[src/rtl/cmdq_pkg.sv]
package cmdq_pkg;
  // Does the requested watermark select a trigger level inside the queue depth?
  function automatic logic wm_armed(input logic [7:0] wm, input int depth);
    return (wm != 8'd0) && (int'(wm) <= depth);
  endfunction
endpackage

[src/rtl/cmdq_store.sv]
module cmdq_store #(
  parameter int DEPTH = 16,
  parameter int CMD_W = 16
) (
  input  logic             clk,
  input  logic             rst,
  input  logic             flush,
  input  logic             wr_en,
  input  logic [CMD_W-1:0] wr_data,
  input  logic             rd_en,
  output logic [CMD_W-1:0] rd_data
);
  localparam int PW = (DEPTH > 1) ? $clog2(DEPTH) : 1;

  logic [CMD_W-1:0] mem [DEPTH];
  logic [PW-1:0]    wr_ptr, rd_ptr;

  function automatic logic [PW-1:0] bump(input logic [PW-1:0] p);
    return (int'(p) == DEPTH-1) ? '0 : p + 1'b1;
  endfunction

  always_ff @(posedge clk) begin
    if (wr_en) mem[wr_ptr] <= wr_data;
  end

  always_ff @(posedge clk) begin
    if (rst || flush) begin
      wr_ptr <= '0;
      rd_ptr <= '0;
    end else begin
      if (wr_en) wr_ptr <= bump(wr_ptr);
      if (rd_en) rd_ptr <= bump(rd_ptr);
    end
  end

  assign rd_data = mem[rd_ptr];
endmodule

[src/rtl/cmdq_count.sv]
module cmdq_count #(
  parameter int DEPTH = 16,
  localparam int CW = $clog2(DEPTH + 1)
) (
  input  logic          clk,
  input  logic          rst,
  input  logic          flush,
  input  logic          run,
  input  logic          push_req,
  input  logic          pop_req,
  output logic          push_ok,
  output logic          pop_ok,
  output logic [CW-1:0] occ,
  output logic          nonempty
);
  logic full, empty;

  assign empty    = (occ == '0);
  assign full     = (int'(occ) == DEPTH);
  assign pop_ok   = run && pop_req && !empty;
  assign push_ok  = run && push_req && (!full || pop_ok);
  assign nonempty = !empty;

  always_ff @(posedge clk) begin
    if (rst || flush) begin
      occ <= '0;
    end else if (push_ok && !pop_ok) begin
      occ <= occ + 1'b1;
    end else if (pop_ok && !push_ok) begin
      occ <= occ - 1'b1;
    end
  end
endmodule

[src/rtl/cmdq_wm_detect.sv]
module cmdq_wm_detect #(
  parameter int DEPTH = 16,
  localparam int CW = $clog2(DEPTH + 1)
) (
  input  logic          clk,
  input  logic          rst,
  input  logic          flush,
  input  logic          push_ok,
  input  logic          pop_ok,
  input  logic [CW-1:0] occ,
  input  logic [CW-1:0] wmark,
  input  logic          clr,
  output logic          irq,
  output logic          lvl
);
  import cmdq_pkg::*;

  logic hit;

  assign hit = pop_ok && !push_ok && (occ == wmark)
               && wm_armed(8'(wmark), DEPTH);

  always_ff @(posedge clk) begin
    if (rst || flush) begin
      irq <= 1'b0;
      lvl <= 1'b0;
    end else begin
      irq <= hit;
      if (hit)      lvl <= 1'b1;
      else if (clr) lvl <= 1'b0;
    end
  end
endmodule

[src/rtl/cmdq_wm_top.sv]
module cmdq_wm_top #(
  parameter int DEPTH = 16,
  parameter int CMD_W = 16,
  localparam int CW = $clog2(DEPTH + 1)
) (
  input  logic             clk,
  input  logic             rst,
  input  logic             en_i,
  input  logic             idle_stop_i,
  input  logic             idle_i,
  input  logic [CW-1:0]    wmark_i,
  input  logic             push_i,
  input  logic [CMD_W-1:0] push_data_i,
  input  logic             pop_i,
  output logic             head_vld_o,
  output logic [CMD_W-1:0] head_o,
  output logic [CW-1:0]    occ_o,
  output logic             lvl_o,
  input  logic             lvl_clr_i,
  output logic             irq_o
);
  logic flush, run, push_ok, pop_ok, nonempty;

  assign flush = !en_i;
  assign run   = en_i && !(idle_stop_i && idle_i);

  cmdq_count #(.DEPTH(DEPTH)) u_cnt (
    .clk(clk), .rst(rst), .flush(flush), .run(run),
    .push_req(push_i), .pop_req(pop_i),
    .push_ok(push_ok), .pop_ok(pop_ok),
    .occ(occ_o), .nonempty(nonempty)
  );

  cmdq_store #(.DEPTH(DEPTH), .CMD_W(CMD_W)) u_mem (
    .clk(clk), .rst(rst), .flush(flush),
    .wr_en(push_ok), .wr_data(push_data_i),
    .rd_en(pop_ok), .rd_data(head_o)
  );

  cmdq_wm_detect #(.DEPTH(DEPTH)) u_wm (
    .clk(clk), .rst(rst), .flush(flush),
    .push_ok(push_ok), .pop_ok(pop_ok),
    .occ(occ_o), .wmark(wmark_i), .clr(lvl_clr_i & run),
    .irq(irq_o), .lvl(lvl_o)
  );

  assign head_vld_o = nonempty;
endmodule

[config.mk]
export PLATFORM = sky130hd
export DESIGN_NAME = cmdq_wm_top
export DESIGN_NICKNAME = d
export VERILOG_FILES = /design/src/rtl/cmdq_pkg.sv /design/src/rtl/cmdq_store.sv /design/src/rtl/cmdq_count.sv /design/src/rtl/cmdq_wm_detect.sv /design/src/rtl/cmdq_wm_top.sv
export SDC_FILE = /design/constraint.sdc
export NUM_CORES = 1
export LEC_CHECK = 0
export ABC_AREA = 1
export BUFFER_PORTS_ARGS = -buffer_cell sky130_fd_sc_hd__buf_2
export CORE_UTILIZATION = 45
export CTS_CLUSTER_SIZE = 30
export DETAILED_ROUTE_END_ITERATION = 8
export GPL_TIMING_DRIVEN = 0
export PLACE_DENSITY = 0.68
export SLEW_MARGIN = 30
export SYNTH_ARGS = -nofsm -noshare
export SYNTH_HDL_FRONTEND = slang
export SYNTH_SLANG_ARGS = --single-unit
[constraint.sdc]
create_clock -name clk -period 2.7 [get_ports clk]
set_input_delay 0.135 -clock clk [delete_from_list [all_inputs] [get_ports clk]]
set_output_delay 0.135 -clock clk [all_outputs]
set_load 0.05 [all_outputs]
==> flow_summary.json <==
{
  "place_congestion": 0.869,
  "ys_seq_area_share_pct": 69.8,
  "vias": 8130,
  "die_area_um2": 26300,
  "drcViolationCount": 0,
  "grt_overflow": 0,
  "hold_path.class": "input port to flop",
  "relSlewSlack_pct": 37.5,
  "initial_utilization_pct": 45.9,
  "cts_tree": "yes",
  "cts_buffers": 28,
  "cts.sinks": 275,
  "syn-num-nets": 1060,
  "synth_area_leader_cell": "edfxtp_1",
  "hpwlAfterDp_um": 20800,
  "maxCapViolCount": 0,
  "core_area_um2": 25200,
  "syn_area_um2": 11600,
  "grt_start_max_net_pins": 17,
  "tightest_slew_ps": 935,
  "slew_viol_final": 0,
  "design_area_um2": 13500,
  "ctsRootBufferMaster": "clkbuf_16",
  "skew_ps": 10.8,
  "crit_type": "flop to primary output",
  "clockBufferDepth": 3,
  "yosys_warnings": 0,
  "synth_area_per_cell_um2": 11.3,
  "clock_latency_ps": 540,
  "wl_um": 30700,
  "r2r_end": "u_wm.lvl$_SDFFE_PP0P_",
  "ir_worst_vdd_mv": 0.465,
  "synth-seq-cells": 275,
  "synthFlopType": "edfxtp_1",
  "ioPinCount": 53,
  "grt_pass1_wl_um": 45800,
  "reg2reg_depth": 10,
  "ys_types": 27,
  "die_h_um": 162,
  "cp-start-kind": "flop",
  "synth_cells": 1020,
  "netlist_top_cells_count": "256 x edfxtp_1, 225 x nand2_1, 127 x nor2_1",
  "nets": 1173,
  "netlist_top_cells_area": "edfxtp_1 67%, nand2_1 7.3%, nand3_1 4.6%, nor2_1 4.1%, dfxtp_1 3.3%",
  "nFillCells": 2115,
  "avgRoutedWirePerCell_um": 20.7,
  "yosysTopAreaCellShare_pct": 66.5,
  "grt_setup_unrepaired": "yes",
  "viasPerCell": 5.48,
  "drive_gt1_share_pct": 15.8,
  "rows": 58,
  "io_buffers": 52,
  "powerDensity_nw_per_um2": 650,
  "cp-endpoint": "head_o[7]",
  "grt_pass1_vias": 7820,
  "rr_startpoint": "u_cnt.occ[0]$_SDFFE_PP0P_",
  "grt_antenna_before_repair": 0,
  "finalPower_mw": 8.77,
  "multi_input_area_um2": 3020,
  "antenna_cells": 0,
  "endpoint_kind": "primary output",
  "status": "completed",
  "timing.final.crit_share_pct": 99.0,
  "die-width_um": 162,
  "r2r_slack_ps": 320,
  "p_leak_nw": 5.06,
  "htree_levels": 1,
  "synthArstFlopShare_pct": 0,
  "firstDrtPassIters": 5,
  "path_clk_slew_ps": 60,
  "cp_data_arrival_time_ps": 2540,
  "required_ps": 2570,
  "finalSetupViolCount": 0,
  "yosysMostFrequentCell": "edfxtp_1",
  "grtUsageTotal_pct": 23.7,
  "max_freq_mhz": 374,
  "synth-edff-count": 256,
  "ant_nets": 0,
  "area_growth_pct": 16.8,
  "drtIter0Drc": 935,
  "placed_area_um2": 12600,
  "crit_fanout": 10,
  "hold_viol_final": 0,
  "min_period_ps": 2670,
  "register_area_um2": 8070
}
==> final cells by class <==
cell class | count | area share [%]
inverters | 74 | 2.08
flip-flops and latches | 275 | 59.8
plain buffers | 53 | 2.36
clock buffers | 34 | 5.52
repair buffers | 83 | 4.08
well taps | 330 | 3.06
clock inverters | 17 | 0.751
multi-input cells | 618 | 22.4
==> per-layer routing <==
| layer | GRT usage, % | share of wire, % |
|---|---|---|
| met5 | 0 | 0 |
| met4 | 11.7 | 5.1 |
| met1 | 30.8 | 39 |
| met2 | 38.7 | 47 |
| met3 | 3.86 | 8.5 |
==> report_power, final <==
group	internal, mW	switching, mW	total (mW)
sequential	4.67	0.0125	4.69
clock	2.04	1.56	3.60
combinational	0.122	0.360	0.482
total	6.84	1.93	8.77
==> cells in the final DEF (no fill, tap or decap), types with 4 or more instances in the layout <==
cell type / netlist / layout
edfxtp_1: 256 / 256
nand2_1: 225 / 225
nor2_1: 127 / 126
nand3_1: 106 / 106
buf_2: 24 / 75
inv_1: 70 / 70
o21ai_0: 61 / 61
o211ai_1: 42 / 42
clkbuf_16: 0 / 29
buf_4: 4 / 19
dfxtp_1: 19 / 19
buf_6: 9 / 15
clkbuf_1: 13 / 15
a21oi_1: 10 / 10
ha_1: 10 / 10
clkinv_2: 0 / 9
nor3_2: 0 / 8
dlygate4sd3_1: 0 / 8
nor3_4: 0 / 7
clkinv_1: 0 / 7
xor2_1: 4 / 4
nand4_1: 4 / 4
==> flip-flops by register name (all words and copies together) (netlist names), named ones only <==
name          count
u_wm.irq          1
u_wm.lvl          1
u_mem.wr_ptr      4
u_mem.rd_ptr      4
u_mem.mem       256
u_cnt.occ         5
==> worst min path at each step <==
stage / end / startpoint / cells past startpoint / slack, ps
floorplan: u_mem.mem[0][0]$_DFFE_PP_ / push_data_i[0] / 0 / 230
global placement: u_wm.lvl$_SDFFE_PP0P_ / lvl_clr_i / 4 / 460
detailed placement: u_wm.lvl$_SDFFE_PP0P_ / lvl_clr_i / 4 / 470
CTS: u_mem.mem[6][14]$_DFFE_PP_ / push_data_i[14] / 1 / 7
global route: u_mem.mem[0][9]$_DFFE_PP_ / push_data_i[9] / 1 / 20
finish: u_mem.mem[9][14]$_DFFE_PP_ / push_data_i[14] / 1 / 20
==> cells by family after synthesis <==
family / count (synthesis) / synth area share (%)
simple gates: 484 / 17.3
flops: 275 / 69.8
buf+inv: 127 / 5.12
fa+ha+maj: 11 / 1.26
compound gates: 117 / 6.01
xor+xnor: 6 / 0.455
==> critical path, stage by stage, from the launching register on <==
cell and delay, ps:
dfxtp_1 290, buf_2 170, inv_1 140, clkbuf_1 540, nand3_1 280, nand3_1 260, nand2_1 100, buf_2 220
==> through the flow <==
| stage | hold WS, ps | worst slack (ps) | setup TNS [ps] | util (%) | std cells |
|---|---|---|---|---|---|
| 2_1_floorplan | 234 | -94.6 | -12110 | - | 1020 |
| 3_3_place_gp | 455 | -1190 | -107760 | 48.7 | 1402 |
| 3_5_place_dp | 471 | 388 | 0 | 49.9 | 1425 |
| 4_1_cts | 6.58 | 9.92 | 0 | 53.6 | 1484 |
| 5_1_grt | 19.3 | -30.0 | -30.3 | 53.6 | 1484 |
| 6_report | 24.6 | 27.2 | 0 | 53.6 | 1484 |
==> timing repair <==
item                       4_1_cts  5_1_grt
hold endpoints to repair        23        0
buffers inserted                 0        0
hold buffers                     8        0
setup endpoints to repair        0        9
gates resized for setup          0        7
Note: power is estimated with default switching activity, not from simulation.
